$ cat config.mk
export PLATFORM = sky130hd
export DESIGN_NAME = dbg_lock_ctrl
export DESIGN_NICKNAME = d
export VERILOG_FILES = /design/src/rtl/dbg_lock_pkg.sv /design/src/rtl/dbg_lock_fsm.sv /design/src/rtl/dbg_lock_dp.sv /design/src/rtl/dbg_lock_ctrl.sv
export SDC_FILE = /design/constraint.sdc
export NUM_CORES = 1
export LEC_CHECK = 0
export BUFFER_PORTS_ARGS = -buffer_cell sky130_fd_sc_hd__buf_2
export CAP_MARGIN = 20
export CORE_MARGIN = 4
export CORE_UTILIZATION = 23
export DETAILED_ROUTE_END_ITERATION = 10
export PLACE_DENSITY = 0.8
export SKIP_LAST_GASP = 1
export SYNTH_ARGS = -nofsm -noshare
export SYNTH_HDL_FRONTEND = slang
export SYNTH_SLANG_ARGS = --single-unit
$ cat constraint.sdc
create_clock -name clk -period 0.9 [get_ports clk]
set_input_delay 0.18 -clock clk [delete_from_list [all_inputs] [get_ports clk]]
set_output_delay 0.18 -clock clk [all_outputs]
set_load 0.02 [all_outputs]
$ cat src/rtl/dbg_lock_pkg.sv
package dbg_lock_pkg;

  typedef struct packed {
    logic loadKey;   // flash word is being judged this cycle
    logic regWrite;  // accepted control register write
  } ctrlStrobes_t;

  typedef enum logic {
    ST_FETCH = 1'b0,
    ST_RUN   = 1'b1
  } lockState_e;

endpackage

$ cat src/rtl/dbg_lock_fsm.sv
module dbg_lock_fsm
  import dbg_lock_pkg::*;
(
  input  logic         clk,
  input  logic         rstN,
  input  logic         flashValid,
  input  logic         regWr,
  output logic         flashReq,
  output logic         ready,
  output ctrlStrobes_t strobes
);

  lockState_e stateQ, stateD;

  always_comb begin
    stateD = stateQ;
    if (stateQ == ST_FETCH && flashValid) stateD = ST_RUN;
  end

  always_ff @(posedge clk or negedge rstN) begin
    if (!rstN) stateQ <= ST_FETCH;
    else       stateQ <= stateD;
  end

  always_comb begin
    strobes.loadKey  = (stateQ == ST_FETCH) && flashValid;
    strobes.regWrite = (stateQ == ST_RUN) && regWr;
  end

  assign flashReq = (stateQ == ST_FETCH);
  assign ready    = (stateQ == ST_RUN);

endmodule

$ cat src/rtl/dbg_lock_dp.sv
module dbg_lock_dp
  import dbg_lock_pkg::*;
#(
  parameter int          DATA_W   = 32,
  parameter logic [31:0] LOCK_KEY = 32'h1603_2010
) (
  input  logic              clk,
  input  logic              rstN,
  input  ctrlStrobes_t      strobes,
  input  logic              ready,
  input  logic [DATA_W-1:0] flashRdata,
  input  logic [DATA_W-1:0] regWdata,
  output logic [DATA_W-1:0] regRdata,
  output logic              dbgEnable
);

  localparam int STATUS_W = 3;
  localparam logic [DATA_W-1:0] KEY_EXT = DATA_W'(LOCK_KEY);

  logic enQ;
  logic matchQ;
  logic keyHit;

  assign keyHit = (flashRdata == KEY_EXT);

  always_ff @(posedge clk or negedge rstN) begin
    if (!rstN) begin
      enQ    <= 1'b0;
      matchQ <= 1'b0;
    end else if (strobes.loadKey) begin
      matchQ <= keyHit;
      enQ    <= !keyHit;
    end else if (strobes.regWrite) begin
      enQ    <= regWdata[0];
    end
  end

  always_comb begin
    regRdata = '0;
    regRdata[STATUS_W-1:0] = {ready, matchQ, enQ};
  end

  assign dbgEnable = enQ;

endmodule

$ cat src/rtl/dbg_lock_ctrl.sv
module dbg_lock_ctrl
  import dbg_lock_pkg::*;
#(
  parameter int          ADDR_W   = 20,
  parameter int          DATA_W   = 32,
  parameter logic [31:0] LOCK_KEY = 32'h1603_2010,
  parameter logic [31:0] KEY_ADDR = 32'h0005_FFE8
) (
  input  logic              clk,
  input  logic              rstN,
  output logic              flashReq,
  output logic [ADDR_W-1:0] flashAddr,
  input  logic              flashValid,
  input  logic [DATA_W-1:0] flashRdata,
  input  logic              regWr,
  input  logic [DATA_W-1:0] regWdata,
  output logic [DATA_W-1:0] regRdata,
  output logic              dbgEnable
);

  ctrlStrobes_t strobes;
  logic         ready;

  assign flashAddr = ADDR_W'(KEY_ADDR);

  dbg_lock_fsm uFsm (
    .clk(clk), .rstN(rstN), .flashValid(flashValid), .regWr(regWr),
    .flashReq(flashReq), .ready(ready), .strobes(strobes)
  );

  dbg_lock_dp #(.DATA_W(DATA_W), .LOCK_KEY(LOCK_KEY)) uDp (
    .clk(clk), .rstN(rstN), .strobes(strobes), .ready(ready),
    .flashRdata(flashRdata), .regWdata(regWdata),
    .regRdata(regRdata), .dbgEnable(dbgEnable)
  );

endmodule

==> impl_metrics.py <==
metrics = {
    "detailed_routing": {
        "wl_met2_um": 668,
        "wire_per_inst_um": 8.59,
        "drt_iter0_markers": 3,
        "postRouteAntennaNets": 0,
        "drt-vias-per-instance": 3.31,
        "dr.pass1.iters": 2,
        "drt_drc_violations_left": 0,
        "met3_length_um": 232,
        "top_layer_used": "met4",
        "num_vias": 500,
        "drt-met1-wl_um": 382,
        "drt-total-wl_um": 1300,
    },
    "critical_path": {
        "path_class": "flip-flop to primary output",
        "worstPathArrival_ps": 840,
        "startpoint_type": "flip-flop",
        "cp.required_ps": 720,
        "worst_setup_path_end_kind": "primary output",
        "reg2reg_to": "uDp.dbgEnable",
        "r2r-start": "uFsm.ready",
        "ff2ff_path_depth": 4,
        "critPathMaxFanout": 3,
        "r2r_setup_slack_ps": -110,
    },
    "die": {
        "die_y_um": 60.1,
        "die_area_um2": 3610,
        "start_util_pct": 24.8,
        "ioPinCount": 122,
        "die_w_um": 60.1,
        "rows": 18,
        "core_um2": 2520,
    },
    "pwr": {
        "p_clk_share_pct": 32.9,
        "ir_drop_mv": 0.619,
        "p_switching_uw": 323,
        "p_seq_share_pct": 20.0,
        "swShare_pct": 44.2,
        "total_power_uw": 730,
        "p_per_area_nw_per_um2": 928,
        "p_int_uw": 407,
        "leakagePower_nw": 0.478,
        "power_frac_comb_pct": 47.1,
    },
    "timing": {
        "min_period_ps": 1020,
        "fin_ws_ps": -123,
        "hold_ws_ps": 206,
        "setup_viol": 8,
        "rsz0062_at_grt": "yes",
        "finClkSkew_ps": 4.87,
        "hold_viol_final": 0,
        "timing.final.crit_share_pct": 114,
        "max_freq_ghz": 0.978,
        "slew_violations": 0,
    },
    "synthesis": {
        "ys_types": 17,
        "syn_area_um2": 624,
        "synth-seq-cells": 3,
        "synth_most_common_cell": "buf_4",
        "synth_ff_type": "dfrtp_1",
        "synthCells": 76,
        "yosys-top-cells-area": "buf_4 (63%), dfrtp_1 (12%), nor4b_2 (7.2%)",
        "yosysWarnings": 0,
        "avgSynthCellArea_um2": 8.22,
        "synth_edf_count": 0,
        "synth_top_area_share_pct": 62.5,
        "synthArstFlopShare_pct": 100,
        "synth_commonest_cells": "buf_4 (52), dfrtp_1 (3), nor4b_2 (3)",
        "synth_top_area_cell": "buf_4",
        "yosysSeqAreaShare_pct": 12.0,
    },
    "worst_hold_path": {
        "whs_path_depth": 2,
        "min-delay-start": "flashValid",
        "min_to": "uFsm.ready",
        "min_path_type": "primary input to flip-flop",
    },
    "placement": {
        "dp_hpwl_um": 1190,
        "io_buffers": 41,
        "gp_congestion": 0.615,
    },
    "cells_and_area": {
        "n_antenna_cell": 0,
        "fillers": 274,
        "area_growth_pct": 26.1,
        "drive_above_1_share_pct": 47.1,
        "fin_nets": 190,
    },
    "clocking": {
        "clk_latency_ps": 240,
        "cts_sinks": 3,
        "cts-root-buf": "clkbuf_4",
        "cts.path.max_buffers": 2,
        "clk_pin_slew_ps": 40,
        "cts_tree": "built",
        "htreeDepth": 1,
        "cts_buffers": 3,
    },
    "global_route": {
        "overflow": 0,
        "first_global_vias": 413,
        "grt_usage_pct": 6.11,
        "grt_pass1_wl_um": 1560,
        "antenna_found_initial": 0,
        "grt_start_max_net_pins": 4,
    },
    "run_status": {
        "violations": "negative setup slack",
        "outcome": "complete, but fails checks",
    },
    "flow_run": {
        "cap_violations": 0,
    },
}
-- stage by stage --
stage | setup TNS [ps] | setup slack [ps] | cell area (µm²) | util (%) | cells
final | -580 | -123 | 787 | 31.2 | 151
after global routing | -900 | -167 | 787 | 31.2 | 151
after CTS | -665 | -133 | 776 | 30.8 | 151
after detailed placement | -781 | -409 | 678 | 26.9 | 143
after global placement | -751 | -386 | 678 | 26.9 | 143
after floorplan | -263 | -144 | 818 | - | 123
-- kinds of logic (layout without fill, tap and decap cells) --
kind of cell           Yosys count  count (layout)  share of synthesized area [%]
muxes                            1               1                           1.60
other                            2              49                           1.20
DFF                              3               3                           12.0
AOI/OAI and AO/OA                2               2                           2.41
buffers and inverters           53              51                           63.1
and+or+nand+nor                 15              15                           19.6
-- what timing repair did --
action,4_1_cts,5_1_grt
hold buffers,1,0
buffers inserted,3,0
endpoints found under the setup margin,7,8
gates resized for setup,10,2
pin swaps,3,1
endpoints found under the hold margin,3,0
-- cell usage in the layout, fill, tap and decap left out, drive strengths merged --
| cell type | synthesis | final |
|---|---|---|
| a211oi | 1 | 1 |
| a21o | 1 | 1 |
| buf | 52 | 45 |
| clkbuf | 0 | 4 |
| conb | 2 | 49 |
| dfrtp | 3 | 3 |
| dlygate4sd3 | 0 | 1 |
| inv | 1 | 1 |
| mux2i | 1 | 1 |
| nand2 | 1 | 1 |
| nand3 | 2 | 2 |
| nand4 | 1 | 1 |
| nor2 | 1 | 1 |
| nor3 | 1 | 1 |
| nor4 | 3 | 3 |
| nor4b | 5 | 5 |
| or2 | 1 | 1 |
-- worst max path at each step --
stage | end | slack, ps | startpoint | cells past startpoint
floorplan | uDp.dbgEnable | -140 | flashRdata[2] | 4
global placement | uDp.dbgEnable | -390 | flashRdata[6] | 5
detailed placement | uDp.dbgEnable | -410 | flashRdata[6] | 5
CTS | uDp.dbgEnable | -130 | uFsm.ready | 4
global route | uDp.dbgEnable | -170 | flashRdata[21] | 5
finish | flashReq | -120 | uFsm.ready | 2
-- power by group through the flow --
stage | registers [mW] | logic (mW) | clock network, mW
2_1_floorplan | 0.152 | 0.377 | 0
3_3_place_gp | 0.147 | 0.308 | 0
3_5_place_dp | 0.147 | 0.310 | 0
4_1_cts | 0.146 | 0.336 | 0.252
5_1_grt | 0.147 | 0.369 | 0.273
6_report | 0.146 | 0.344 | 0.240
-- critical path, cell delays in order, from the launching register on --
cell and delay, ps:
dfrtp_1 390, inv_2 80, buf_4 140
-- metal layers --
| layer | global-route usage [%] | vias up |
|---|---|---|
| met5 | 0 | - |
| met4 | 3.80 | 0 |
| met3 | 3.67 | 2 |
| met2 | 10.6 | 46 |
| met1 | 5.23 | 213 |
| li1 | - | 239 |
-- flip-flops by register name, indices dropped and copies added, names as in the netlist --
name / count
uDp.dbgEnable: 1
uDp.matchQ: 1
uFsm.ready: 1
-- area by class of cell --
| class | instances | area, µm² | area share, % |
|---|---|---|---|
| multi-input combinational | 67 | 378 | 48.0 |
| timing repair buffer | 46 | 267 | 33.9 |
| sequential | 3 | 75.1 | 9.54 |
| clock buffer | 4 | 26.3 | 3.34 |
| tap | 30 | 37.5 | 4.77 |
| inverter | 1 | 3.75 | 0.477 |
(Power assumes the default switching activity.)
